## src/rtl/rxp_pkg.sv

```systemverilog
package rxp_pkg;

  localparam logic [31:0] CRC_POLY = 32'hEDB88320;

  typedef enum logic [2:0] {
    S_IDLE, S_DATA, S_SKIP, S_PAD, S_CRC, S_HEAD, S_TAIL
  } state_t;

  // strobes from control to datapath
  typedef struct packed {
    logic       load;
    logic       dataWe;
    logic       padWe;
    logic       crcWe;
    logic       headWe;
    logic       tailWe;
    logic [1:0] sub;
  } ctl_t;

  // status from datapath to control
  typedef struct packed {
    logic reject;
    logic padDone;
    logic keepCrc;
  } stat_t;

  function automatic logic [31:0] crcByte(input logic [31:0] c, input logic [7:0] d);
    logic [31:0] r;
    r = c ^ {24'h0, d};
    for (int b = 0; b < 8; b++) begin
      r = r[0] ? ((r >> 1) ^ CRC_POLY) : (r >> 1);
    end
    return r;
  endfunction

endpackage

```

## src/rtl/rxp_control.sv

```systemverilog
module rxp_control
  import rxp_pkg::*;
(
  input  logic  clk,
  input  logic  rstN,
  input  logic  inValid,
  input  logic  inStart,
  input  logic  inEnd,
  input  stat_t stat,
  output ctl_t  ctl,
  output logic  frameDrop
);

  state_t     state, stateD;
  logic [1:0] subQ, subD;

  always_comb begin
    ctl     = '0;
    ctl.sub = subQ;
    stateD  = state;
    subD    = subQ;
    case (state)
      S_IDLE: begin
        if (inValid && inStart) begin
          if (stat.reject) begin
            stateD = inEnd ? S_IDLE : S_SKIP;
          end else begin
            ctl.load   = 1'b1;
            ctl.dataWe = 1'b1;
            stateD     = inEnd ? S_PAD : S_DATA;
          end
        end
      end
      S_DATA: begin
        if (inValid) begin
          ctl.dataWe = 1'b1;
          if (inEnd) stateD = S_PAD;
        end
      end
      S_SKIP: begin
        if (inValid && inEnd) stateD = S_IDLE;
      end
      S_PAD: begin
        if (!stat.padDone) begin
          ctl.padWe = 1'b1;
        end else begin
          stateD = stat.keepCrc ? S_CRC : S_HEAD;
          subD   = 2'd0;
        end
      end
      S_CRC: begin
        ctl.crcWe = 1'b1;
        subD      = subQ + 2'd1;
        if (subQ == 2'd3) stateD = S_HEAD;
      end
      S_HEAD: begin
        ctl.headWe = 1'b1;
        subD       = subQ + 2'd1;
        if (subQ == 2'd3) stateD = S_TAIL;
      end
      S_TAIL: begin
        ctl.tailWe = 1'b1;
        if (subQ == 2'd1) begin
          stateD = S_IDLE;
          subD   = 2'd0;
        end else begin
          subD = subQ + 2'd1;
        end
      end
      default: stateD = S_IDLE;
    endcase
  end

  always_ff @(posedge clk or negedge rstN) begin
    if (!rstN) begin
      state     <= S_IDLE;
      subQ      <= 2'd0;
      frameDrop <= 1'b0;
    end else begin
      state     <= stateD;
      subQ      <= subD;
      frameDrop <= (state == S_IDLE) && inValid && inStart && stat.reject;
    end
  end

endmodule

```

## src/rtl/rxp_datapath.sv

```systemverilog
module rxp_datapath
  import rxp_pkg::*;
#(
  parameter int PAGE_BYTES = 2048,
  parameter int PAGE_W     = 2,
  parameter int LEN_W      = 16,
  parameter int MIN_FRAME  = 64,
  parameter int LONG_LIMIT = 1518
) (
  input  logic                            clk,
  input  logic                            rstN,
  input  ctl_t                            ctl,
  input  logic                            rxEnable,
  input  logic                            softReset,
  input  logic                            stripCrc,
  input  logic [PAGE_W-1:0]               pageNum,
  input  logic [LEN_W-1:0]                frmLen,
  input  logic [7:0]                      inData,
  output stat_t                           stat,
  output logic                            memWe,
  output logic [PAGE_W-1:0]               memPage,
  output logic [$clog2(PAGE_BYTES)-1:0]   memAddr,
  output logic [7:0]                      memData,
  output logic                            frameDone
);

  localparam int ADDR_W = $clog2(PAGE_BYTES);
  localparam int CNT_W  = LEN_W + 1;
  localparam logic [LEN_W-1:0]  MIN_L  = LEN_W'(MIN_FRAME);
  localparam logic [LEN_W-1:0]  LONG_L = LEN_W'(LONG_LIMIT);
  localparam logic [ADDR_W-1:0] HDR_A  = ADDR_W'(4);

  // frame parameters latched with the first byte
  logic [LEN_W-1:0]  lenQ, idxQ;
  logic              keepQ, longQ, oddLenQ, tailOddQ;
  logic [PAGE_W-1:0] pageQ;
  logic [ADDR_W-1:0] bodyQ;
  logic [15:0]       countQ;
  logic [31:0]       crcQ;
  logic [7:0]        oddQ;
  logic              lastQ;

  // start-time sizing
  logic [CNT_W-1:0]  bodyStart, countStart;
  always_comb begin
    bodyStart  = (frmLen < MIN_L) ? CNT_W'(MIN_FRAME) : {1'b0, frmLen[LEN_W-1:1], 1'b0};
    countStart = bodyStart + CNT_W'(6) + (stripCrc ? CNT_W'(0) : CNT_W'(4));
  end

  assign stat.reject  = !rxEnable || softReset || (countStart > CNT_W'(PAGE_BYTES));
  assign stat.padDone = (idxQ >= MIN_L);
  assign stat.keepCrc = keepQ;

  // write selection
  logic [LEN_W-1:0]  lenEff, idxEff;
  logic [31:0]       crcIn, crcOut;
  logic              skipByte, weD, lastD;
  logic [ADDR_W-1:0] addrD, tailBase;
  logic [7:0]        dataD, crcSel, headSel;

  always_comb begin
    lenEff   = ctl.load ? frmLen : lenQ;
    idxEff   = ctl.load ? '0 : idxQ;
    crcIn    = ctl.load ? 32'hFFFF_FFFF : crcQ;
    crcOut   = ~crcQ;
    skipByte = (idxEff == lenEff - LEN_W'(1)) && lenEff[0] && !(lenEff < MIN_L);
    tailBase = HDR_A + bodyQ + (keepQ ? ADDR_W'(4) : ADDR_W'(0));

    case (ctl.sub)
      2'd0:    crcSel = crcOut[7:0];
      2'd1:    crcSel = crcOut[15:8];
      2'd2:    crcSel = crcOut[23:16];
      default: crcSel = crcOut[31:24];
    endcase
    case (ctl.sub)
      2'd0:    headSel = 8'h00;
      2'd1:    headSel = {3'b000, oddLenQ, longQ, 3'b000};
      2'd2:    headSel = countQ[7:0];
      default: headSel = countQ[15:8];
    endcase

    weD   = 1'b0;
    lastD = 1'b0;
    addrD = '0;
    dataD = 8'h00;
    if (ctl.dataWe) begin
      weD   = !skipByte;
      addrD = HDR_A + idxEff[ADDR_W-1:0];
      dataD = inData;
    end else if (ctl.padWe) begin
      weD   = 1'b1;
      addrD = HDR_A + idxQ[ADDR_W-1:0];
    end else if (ctl.crcWe) begin
      weD   = 1'b1;
      addrD = HDR_A + bodyQ + ADDR_W'(ctl.sub);
      dataD = crcSel;
    end else if (ctl.headWe) begin
      weD   = 1'b1;
      addrD = ADDR_W'(ctl.sub);
      dataD = headSel;
    end else if (ctl.tailWe) begin
      weD   = 1'b1;
      addrD = tailBase + ADDR_W'(ctl.sub);
      if (ctl.sub == 2'd0) dataD = tailOddQ ? oddQ : 8'h00;
      else                 dataD = tailOddQ ? 8'h60 : 8'h40;
      lastD = (ctl.sub == 2'd1);
    end
  end

  always_ff @(posedge clk or negedge rstN) begin
    if (!rstN) begin
      lenQ      <= '0;
      idxQ      <= '0;
      keepQ     <= 1'b0;
      longQ     <= 1'b0;
      oddLenQ   <= 1'b0;
      tailOddQ  <= 1'b0;
      pageQ     <= '0;
      bodyQ     <= '0;
      countQ    <= '0;
      crcQ      <= '1;
      oddQ      <= 8'h00;
      lastQ     <= 1'b0;
      memWe     <= 1'b0;
      memPage   <= '0;
      memAddr   <= '0;
      memData   <= 8'h00;
      frameDone <= 1'b0;
    end else begin
      if (ctl.load) begin
        lenQ     <= frmLen;
        keepQ    <= !stripCrc;
        longQ    <= frmLen > LONG_L;
        oddLenQ  <= frmLen[0];
        tailOddQ <= frmLen[0] && !(frmLen < MIN_L);
        pageQ    <= pageNum;
        bodyQ    <= bodyStart[ADDR_W-1:0];
        countQ   <= countStart[15:0];
      end
      if (ctl.dataWe) begin
        crcQ <= crcByte(crcIn, inData);
        idxQ <= idxEff + LEN_W'(1);
        oddQ <= inData;
      end else if (ctl.padWe) begin
        crcQ <= crcByte(crcQ, 8'h00);
        idxQ <= idxQ + LEN_W'(1);
      end
      memWe     <= weD;
      memPage   <= ctl.load ? pageNum : pageQ;
      memAddr   <= addrD;
      memData   <= dataD;
      lastQ     <= lastD;
      frameDone <= lastQ;
    end
  end

endmodule

```

## src/rtl/rx_frame_packer.sv

```systemverilog
module rx_frame_packer
  import rxp_pkg::*;
#(
  parameter int PAGE_BYTES = 2048,
  parameter int NUM_PAGES  = 4,
  parameter int LEN_W      = 16,
  parameter int MIN_FRAME  = 64,
  parameter int LONG_LIMIT = 1518,
  localparam int PAGE_W    = $clog2(NUM_PAGES),
  localparam int ADDR_W    = $clog2(PAGE_BYTES)
) (
  input  logic              clk,
  input  logic              rstN,
  input  logic              rxEnable,
  input  logic              softReset,
  input  logic              stripCrc,
  input  logic [PAGE_W-1:0] pageNum,
  input  logic [LEN_W-1:0]  frmLen,
  input  logic              inValid,
  input  logic              inStart,
  input  logic              inEnd,
  input  logic [7:0]        inData,
  output logic              memWe,
  output logic [PAGE_W-1:0] memPage,
  output logic [ADDR_W-1:0] memAddr,
  output logic [7:0]        memData,
  output logic              frameDone,
  output logic              frameDrop
);

  ctl_t  ctl;
  stat_t stat;

  rxp_control u_control (
    .clk       (clk),
    .rstN      (rstN),
    .inValid   (inValid),
    .inStart   (inStart),
    .inEnd     (inEnd),
    .stat      (stat),
    .ctl       (ctl),
    .frameDrop (frameDrop)
  );

  rxp_datapath #(
    .PAGE_BYTES (PAGE_BYTES),
    .PAGE_W     (PAGE_W),
    .LEN_W      (LEN_W),
    .MIN_FRAME  (MIN_FRAME),
    .LONG_LIMIT (LONG_LIMIT)
  ) u_datapath (
    .clk       (clk),
    .rstN      (rstN),
    .ctl       (ctl),
    .rxEnable  (rxEnable),
    .softReset (softReset),
    .stripCrc  (stripCrc),
    .pageNum   (pageNum),
    .frmLen    (frmLen),
    .inData    (inData),
    .stat      (stat),
    .memWe     (memWe),
    .memPage   (memPage),
    .memAddr   (memAddr),
    .memData   (memData),
    .frameDone (frameDone)
  );

endmodule

```

## config.mk

```make
export PLATFORM = sky130hd
export DESIGN_NAME = rx_frame_packer
export DESIGN_NICKNAME = d
export VERILOG_FILES = /design/src/rtl/rxp_pkg.sv /design/src/rtl/rxp_control.sv /design/src/rtl/rxp_datapath.sv /design/src/rtl/rx_frame_packer.sv
export SDC_FILE = /design/constraint.sdc
export NUM_CORES = 1
export LEC_CHECK = 0
export CAP_MARGIN = 20
export CORE_ASPECT_RATIO = 1.25
export CORE_UTILIZATION = 40
export CTS_CLUSTER_DIAMETER = 60
export CTS_CLUSTER_SIZE = 24
export DETAILED_ROUTE_END_ITERATION = 10
export GPL_TIMING_DRIVEN = 0
export HOLD_SLACK_MARGIN = 0.1
export PLACE_DENSITY_LB_ADDON = 0.05
export SLEW_MARGIN = 40
export SYNTH_ARGS = -nofsm -noshare
export SYNTH_HDL_FRONTEND = slang
export SYNTH_HIERARCHICAL = 1
export SYNTH_SLANG_ARGS = --single-unit
```

## constraint.sdc

```tcl
create_clock -name clk -period 6.4 [get_ports clk]
set_input_delay 1.6 -clock clk [delete_from_list [all_inputs] [get_ports clk]]
set_output_delay 1.6 -clock clk [all_outputs]
set_load 0.005 [all_outputs]
```

==> results.toml, run 1 <==
[synthesis]
yosysUniqueCellTypes = 79
synth-simple-area-share = 0.172
synth_top_family_by_area = "XOR/XNOR gates"
synthMuxAreaShare = 0.0584
synth_cells = 1115
ys_warn_count = 6
netlist_area_um2 = 9620
syn_nets = 1167
yosys.area.top_type = "dfrtp_1"
synthFlopType = "dfrtp_1"
synth.top_cells.by_area = "dfrtp_1, xnor2_1, dfstp_2"
synth_fa_ha_area_frac = 0.0262
synth.avg_cell_area_um2 = 8.62
synth_top_cells_by_count = "xnor2_1, nor2_1, dfrtp_1, nand2_1, o21ai_0"
synth-async-reset-ratio = 1.00
synth_top_area_frac = 0.258
synth_compound_area_frac = 0.148
seq_area_frac_synth = 0.345
synth-xor-area-share = 0.195
ys_ff_latch = 131
synth-edff-count = 0
yosysMostFrequentCell = "xnor2_1"

[run_status]
status = "finished, violations left"
violations = "setup timing"

[sta]
hold_viol_final = 0
rsz0062_at_grt = "yes"
fin_worst_skew_ps = 11.2
post-route-min-period_ps = 7840
setup_viol = 103
clock.fmax_mhz = 128
min_period_over_period = 1.23
slew_headroom = 0.441
tightest_slew_ps = 838
slew_violations = 0
worst_slack_ps = -1440

[critical_path]
worst_ep_required_time_ps = 6710
crit_path_max_fanout = 3
setup.worst_path.start_class = "primary input"
critPathArrivalTime_ps = 8150
critical_path_class = "in2reg"
slowest_stage = "or4b_4"
cpPeakStageDelay_ps = 590
critPathMostFrequentCell = "buf_12"
cp-end-kind = "register"

[power]
netSwitchingPower_w = 0.00296
ir_drop_mv = 0.279
p_sw_frac = 0.430
powerDensity_nw_per_um2 = 514
p_leak_nw = 5.32
clockPowerShare = 0.135
p_seq_frac = 0.201
power_frac_comb = 0.665
internal_power_w = 0.00392

[clock_network]
cts_made_buffers = 17
clkSinkCount = 131
cts_tree = "done"
htreeDepth = 4
cts_buffer_depth = 2
insertion_delay_ps = 430
cts_hold_buf = 0
clk_root_buffer_cell = "clkbuf_16"
clk_pin_slew_worst_paths_ps = 60

[global_routing]
grt.total_usage = 0.300
overflow = 0
grt_pass1_wl_um = 54300
grt_pass1_vias = 8888
antenna_found_initial = 1
grt_max_degree = 70

[place]
dp.cells = 1461
place_hpwl_um = 24500
gp_congestion = 0.942
dp_slack_ps = -3630
port_buffers = 53
place_area_um2 = 10800

[layout]
seqCellArea_um2 = 3320
drive_above_1_share = 0.293
finalNonFillerCells = 1581
syn2layout_area_growth_pct = 39.3
multi_input_area_um2 = 6770
layout.nets = 1328
design_area_um2 = 13400
diodes = 0
fillers = 2123

[routing]
vias_per_cell = 5.68
drt-total-wl_um = 35900
drt_iter0_drc = 614
drtPass1Iterations = 5
wl_per_cell_um = 22.7
ant_nets = 0
post-route-drc-count = 0
via_count = 8986

[floorplan]
coreArea_um2 = 23600
die_area_um2 = 24700
io_pins = 58
rows = 63
die_w_um = 141
initial_core_util = 0.407
die_h_um = 175

[hold_path]
worstHoldPathType = "reg2reg"

[job]
cap_violations = 0
[critical path, delay by kind of cell]
| kind | cells | cell delay, ps |
|---|---|---|
| xor gates and xnor gates | 1 | 150 |
| adders and majority gates | 4 | 950 |
| muxes | 1 | 260 |
| buffers and inverters | 12 | 1340 |
| AOI/OAI and AO/OA | 5 | 880 |
| and+or+nand+nor | 10 | 2960 |
[placed cells by master, fill, tap and decap left out, types with 28 or more instances in the layout]
master | Yosys | layout
dfstp_2 | 32 | 32
xnor2_1 | 157 | 132
nand2_1 | 99 | 90
inv_1 | 46 | 44
a21oi_1 | 56 | 44
nor2_1 | 108 | 78
clkbuf_1 | 50 | 41
clkdlybuf4s50_1 | 0 | 46
dfrtp_1 | 99 | 99
xor2_1 | 53 | 45
o21ai_0 | 93 | 59
buf_6 | 4 | 28
buf_4 | 3 | 47
[cells by family (layout without fill, tap and decap cells)]
logic type                 count (synthesis)  in the layout
muxes                                     45             45
buffers and inverters                    126            300
DFF                                      131            131
xor gates and xnor gates                 212            212
AOI/OAI and AO/OA                        237            237
adders and majority gates                 19             19
and+or+nand+nor                          345            345
[layer usage]
layer | vias to the layer above | track usage | wire length [um]
li1 | 4126 | - | -
met4 | 2 | 0.169 | 1880
met3 | 85 | 0.0384 | 1420
met2 | 267 | 0.528 | 18500
met1 | 4506 | 0.352 | 14100
met5 | - | 0 | 8
[sequential cells by signal (all words and copies together) (netlist names), 2 cells and up]
register / count
u_control/state: 3
u_control/subQ: 2
u_datapath/bodyQ: 10
u_datapath/countQ: 15
u_datapath/crcQ: 32
u_datapath/idxQ: 16
u_datapath/lenQ: 16
u_datapath/memAddr: 11
u_datapath/memData: 8
u_datapath/oddQ: 8
u_datapath/pageQ: 2
[final cells by class]
type                            count  area share
Buffer                             77      0.0445
Clock buffer                       26      0.0365
Clock inverter                      6     0.00411
Inverter                           46      0.0131
Multi-Input combinational cell    858       0.505
Sequential cell                   131       0.248
Tap cell                          292      0.0273
Timing Repair Buffer              145       0.122
[per-stage QoR]
stage	hold slack [ps]	total power (W)	util	TNS [ps]
final	358	0.00688	0.567	-61440
after global routing	365	0.00723	0.567	-78920
after CTS	353	0.00648	0.548	-83150
after detailed placement	340	0.00503	0.457	-274720
after global placement	335	0.00501	0.456	-471460
after floorplan	331	0.00410	-	-45450
[power by group through the flow]
stage	registers [W]	clock network [W]	logic [W]
global route	0.00140	0.000984	0.00485
finish	0.00138	0.000927	0.00457
CTS	0.00137	0.000945	0.00416
floorplan	0.00129	0	0.00280
global placement	0.00138	0	0.00363
detailed placement	0.00138	0	0.00365
[repair_timing]
action                                  CTS  global route
gates resized for setup                 263            92
endpoints found under the hold margin     0             0
endpoints found under the setup margin  125           122
buffers inserted                         72            26
pin swaps                                79            59
gates cloned                              5             1
[final timing paths]
check	from	to	slack (ps)	cells after the start
worst max-delay path	frmLen[14]	u_datapath/memWe	-1440	33
worst min-delay path	u_datapath/lastQ	u_datapath/frameDone	360	0
worst max register to register	u_control/state[1]	u_datapath/memWe	2450	19
worst min register to register	u_datapath/lastQ	u_datapath/frameDone	360	0
max in group asynchronous	rstN	u_datapath/idxQ[7]	4550	2
min in group asynchronous	rstN	u_datapath/memData[3]	1110	1
(Power assumes the default switching activity.)
==> run 2: changes to the inputs <==
--- a/config.mk
+++ b/config.mk
@@ -7,12 +7,12 @@
 export LEC_CHECK = 0
 export CAP_MARGIN = 20
 export CORE_ASPECT_RATIO = 1.25
-export CORE_UTILIZATION = 40
+export CORE_UTILIZATION = 30
 export CTS_CLUSTER_DIAMETER = 60
 export CTS_CLUSTER_SIZE = 24
 export DETAILED_ROUTE_END_ITERATION = 10
 export GPL_TIMING_DRIVEN = 0
-export HOLD_SLACK_MARGIN = 0.1
+export HOLD_SLACK_MARGIN = 0.03
 export PLACE_DENSITY_LB_ADDON = 0.05
 export SLEW_MARGIN = 40
 export SYNTH_ARGS = -nofsm -noshare
==> run 2 against run 1 <==
The flow still finishes with violations (setup timing). Sequential power about the same. Count of clock-buffer cells in the layout is 7 lower. First-iteration DRC count shrank 12%. Power rose by 1.7%. Via count is 1.6% lower. Register-to-register slack worse by 220 ps. Critical endpoint unchanged. Highest routed layer is now met4.
==> results.toml, run 2 (synthesized netlist as in run 1, its figures left out) <==
[sta]
min_period_over_period = 1.20
slew_headroom = 0.420
hold_viol_final = 0
clock.fmax_mhz = 130
tightest_slew_ps = 870
post-route-min-period_ps = 7690
slew_violations = 0
rsz0062_at_grt = "yes"
holdWs_ps = 350
setup_viol = 98
fin_worst_skew_ps = 14.0
worst_slack_ps = -1290

[layout]
seqCellArea_um2 = 3320
multi_input_area_um2 = 6670
top_register = "u_datapath/crcQ"
drive_above_1_share = 0.290
finalNonFillerCells = 1702
finalCoreUtilization = 0.436
largest_reg_flops = 32
largestRegisters = "u_datapath/crcQ (32), u_datapath/idxQ (16), u_datapath/lenQ (16)"
fillers = 3070
final_common_cell = "xnor2_1"
diodes = 0
mostFrequentLayoutCells = "xnor2_1, dfrtp_1, nand2_1"
layout.nets = 1334
syn2layout_area_growth_pct = 41.7

[place]
dp.cells = 1577
port_buffers = 53
dp_slack_ps = -3730
place_hpwl_um = 27100
gp_congestion = 0.863

[critical_path]
crit_path_max_fanout = 6
timing.rr.start = "u_control/state[1]"
worst_ep_required_time_ps = 6720
slowest_stage = "or4b_4"
critPathArrivalTime_ps = 8010
critPathMostFrequentCell = "buf_12"
critPathLaunch = "frmLen[13]"
cp-end-kind = "register"
cpPeakStageDelay_ps = 600
setup.worst_path.start_class = "primary input"
critical_path_class = "in2reg"

[clock_network]
cts_tree = "done"
htreeDepth = 4
cts_made_buffers = 17
insertion_delay_ps = 440
cts_hold_buf = 0
clkSinkCount = 131
cts_buffer_depth = 2
clk_root_buffer_cell = "clkbuf_16"
clk_pin_slew_worst_paths_ps = 60

[job]
cap_violations = 0

[power]
p_seq_frac = 0.198
power_frac_comb = 0.643
clockPowerShare = 0.159
internal_power_w = 0.00401
p_sw_frac = 0.426
netSwitchingPower_w = 0.00299
p_leak_nw = 5.38
ir_drop_mv = 0.280
powerDensity_nw_per_um2 = 514

[global_routing]
overflow = 0
grt_pass1_vias = 8976
grt_pass1_wl_um = 57600
antenna_found_initial = 0
grt.total_usage = 0.242
grt_max_degree = 64

[floorplan]
rows = 72
die_w_um = 162
coreArea_um2 = 31300
io_pins = 58
die_area_um2 = 32800
die_h_um = 202
initial_core_util = 0.308

[routing]
drt_iter0_drc = 539
drtPass1Iterations = 5
ant_nets = 0
via_count = 8844
drt-total-wl_um = 38600
wl_per_cell_um = 22.7
post-route-drc-count = 0
vias_per_cell = 5.20

[run_status]
status = "finished, violations left"
violations = "setup timing"

[hold_path]
worstHoldStart = "u_datapath/lastQ"
worstHoldPathType = "reg2reg"
==> run 2: cell count changes in the layout (fill, tap and decap cells not counted), moves of 5 or more <==
cell      delta
nor2_2       -7
buf_4        +5
clkbuf_1     -8
buf_6        +7
o21ai_0      +6
nor2_1       +9
==> run 2: critical path, delay by kind of cell <==
family	cells	cell delay [ps]
mux	2	340
simple gates	11	3170
fa+ha+maj	4	890
compound gates	5	870
buf+inv	11	1140
==> run 2: per-stage QoR <==
step                      instance area (um^2)  total power (W)  TNS [ps]
after floorplan                           9880          0.00410    -45450
after global placement                   10900          0.00511   -520930
after detailed placement                 11000          0.00511   -287950
after CTS                                13000          0.00671    -57870
after global routing                     13600          0.00740    -72500
final                                    13600          0.00700    -53780
==> run 2: final timing paths <==
kind / to / slack (ps) / depth (start not counted)
worst max-delay path: u_datapath/memWe / -1290 / 33
max in group asynchronous: u_datapath/idxQ[12] / 4720 / 2
worst min-delay path: u_datapath/frameDone / 350 / 0
worst max register to register: u_datapath/memAddr[10] / 2230 / 28
min in group asynchronous: u_datapath/memData[6] / 1020 / 1
worst min register to register: u_datapath/frameDone / 350 / 0
==> run 2: final cells by class <==
cell class                 instances  area share
buffer                            77      0.0462
clock buffer                      19      0.0325
clock inverter                    13      0.0152
inverter                          46      0.0127
multi-input combinational        858       0.489
sequential                       131       0.244
tap                              407      0.0374
timing repair buffer             151       0.123
==> run 2: routing by layer <==
metal | share of wire | wire [um] | up-vias | global-route usage
met1 | 0.41 | 15900 | 4409 | 0.285
met2 | 0.52 | 20100 | 207 | 0.430
met4 | 0.040 | 1550 | 0 | 0.110
met5 | 0 | 0 | - | 0
li1 | - | - | 4147 | -
met3 | 0.029 | 1120 | 81 | 0.0326
==> run 2: timing repair <==
item                                    in CTS  in global routing
gates resized for setup                    210                111
endpoints found under the setup margin     125                122
setup buffers                               55                 40
cloned                                       5                  1
pin swaps                                   50                 40
==> run 2: power groups by stage <==
stage	clock [W]	combinational, W	sequential, W
after floorplan	0	0.00280	0.00129
after global placement	0	0.00372	0.00139
after detailed placement	0	0.00372	0.00139
after global routing	0.00117	0.00483	0.00141
after CTS	0.00114	0.00419	0.00138
final	0.00111	0.00450	0.00138
==> run 3: changes to the inputs <==
--- a/config.mk
+++ b/config.mk
@@ -14,7 +14,6 @@
 export GPL_TIMING_DRIVEN = 0
 export HOLD_SLACK_MARGIN = 0.03
 export PLACE_DENSITY_LB_ADDON = 0.05
-export SLEW_MARGIN = 40
 export SYNTH_ARGS = -nofsm -noshare
 export SYNTH_HDL_FRONTEND = slang
 export SYNTH_HIERARCHICAL = 1
==> run 3 against run 2 <==
The flow still finishes with violations (setup timing). Clock skew fell by 3.2 ps. Sequential power hardly changed. Design area grew 2.4%. Count of clock-buffer cells in the layout is the same. Power up 5.1%. Critical path depth did not move. Utilization increased by 1.0 points. Hold slack about the same. Non-clock buffer count grew 19. First-iteration DRC count decreased by 16%. Highest routed layer unchanged.
==> results.toml, run 3 (synthesized netlist as in run 1, its figures left out) <==
[clock_network]
cts_hold_buf = 0
clk_root_buffer_cell = "clkbuf_16"
clk_pin_slew_worst_paths_ps = 60
htreeDepth = 4
cts_buffer_depth = 2
clkSinkCount = 131
insertion_delay_ps = 440
cts_tree = "done"
cts_made_buffers = 17

[sta]
finalSetupTns_ps = -55290
min_period_over_period = 1.20
rsz0062_at_grt = "yes"
tightest_slew_ps = 988
post-route-min-period_ps = 7650
hold_viol_final = 0
clock.fmax_mhz = 131
setup_viol = 93
fin_worst_skew_ps = 10.8
worst_slack_ps = -1250
slew_headroom = 0.337
slew_violations = 0

[routing]
wl_per_cell_um = 22.4
drt_iter0_drc = 455
vias_per_cell = 5.17
post-route-drc-count = 0
drt-total-wl_um = 38500
via_count = 8894
ant_nets = 0
drtPass1Iterations = 5

[layout]
finalCoreUtilization = 0.446
final_common_cell = "xnor2_1"
finalNonFillerCells = 1721
mostFrequentLayoutCells = "xnor2_1, dfrtp_1, nand2_1"
drive_above_1_share = 0.306
top_register = "u_datapath/crcQ"
largest_reg_flops = 32
syn2layout_area_growth_pct = 45.0
diodes = 0
layout.nets = 1353
largestRegisters = "u_datapath/crcQ (32), u_datapath/idxQ (16), u_datapath/lenQ (16)"

[critical_path]
cpPeakStageDelay_ps = 600
cp-end-kind = "register"
worst_ep_required_time_ps = 6720
critPathArrivalTime_ps = 7980
critical_path_class = "in2reg"
critPathMostFrequentCell = "buf_12"
crit_path_max_fanout = 6
setup.worst_path.start_class = "primary input"
slowest_stage = "or4b_4"

[global_routing]
grt_pass1_wl_um = 58000
met2_usage = 0.448
busiest_layer = "met2"
overflow = 0
grt.total_usage = 0.243
met3_usage = 0.0308
antenna_found_initial = 0
grt.met1_usage = 0.289
grt_pass1_vias = 8977
grt_max_degree = 70

[power]
power.total_w = 0.00736
p_leak_nw = 5.53
power_frac_comb = 0.658
ir_drop_mv = 0.259
internal_power_w = 0.00425
netSwitchingPower_w = 0.00311
powerDensity_nw_per_um2 = 527
clockPowerShare = 0.153
p_seq_frac = 0.189
p_sw_frac = 0.422

[floorplan]
io_pins = 58
initial_core_util = 0.308
rows = 72
die_area_um2 = 32800
die_h_um = 202
coreArea_um2 = 31300
die_w_um = 162

[place]
place_hpwl_um = 27000
dp_slack_ps = -3740
port_buffers = 53
gp_congestion = 0.863
dp.cells = 1576

[job]
cap_violations = 0

[hold_path]
worstHoldPathType = "reg2reg"

[run_status]
violations = "setup timing"
status = "finished, violations left"
==> run 3: changes by cell type in the layout (fill, tap and decap cells not counted), sizes merged <==
cell,change
buf,+16
clkbuf,+3
clkinv,-1
clkinvlp,+1
==> run 3: area by class of cell <==
cell class	instances	area, um^2
clock buffers	19	453
multi-input cells	858	6760
well taps	407	509
flip-flops and latches	131	3320
fillers	3010	17300
repair buffers	170	1900
clock inverters	13	206
plain buffers	77	633
inverters	46	173
==> run 3: final timing paths <==
kind / start / to / slack, ps / depth (start not counted)
hold reg to reg: u_datapath/lastQ / u_datapath/frameDone / 350 / 0
max in group asynchronous: rstN / u_datapath/crcQ[20] / 4400 / 2
setup / recovery: frmLen[14] / u_datapath/memWe / -1250 / 33
hold / removal: u_datapath/lastQ / u_datapath/frameDone / 350 / 0
min in group asynchronous: rstN / u_datapath/memData[7] / 1190 / 1
setup reg to reg: u_datapath/idxQ[6] / u_datapath/memAddr[8] / 2330 / 9
==> run 3: metrics by stage <==
step,cell area (um^2),hold WS (ps)
floorplan,9880,331
global placement,10900,334
detailed placement,10900,337
CTS,12900,352
global route,13900,381
finish,13900,350
==> run 3: worst max-delay path: cells and delay by family <==
family	cells	cell delay [ps]
adders and majority gates	4	890
muxes	2	330
buffers and inverters	11	1130
AOI/OAI and AO/OA	5	830
and+or+nand+nor	11	3180
==> run 3: power groups by stage <==
stage	Clock (W)	Sequential (W)	Combinational, W
after detailed placement	0	0.00139	0.00371
final	0.00113	0.00139	0.00484
after floorplan	0	0.00129	0.00280
after global routing	0.00118	0.00141	0.00518
after CTS	0.00115	0.00138	0.00432
after global placement	0	0.00139	0.00372
==> run 3: routing by layer <==
metal  wire length (um)  vias to the layer above
li1                   -                     4184
met1              15600                     4453
met2              20400                      192
met3               1220                       65
met4               1300                        0
met5                  0                        -
==> run 3: what timing repair did <==
item                       CTS  global route
gates cloned                 4             1
pin swaps                   53            63
resized for setup          214           162
buffers inserted            55            66
setup endpoints to repair  125           122
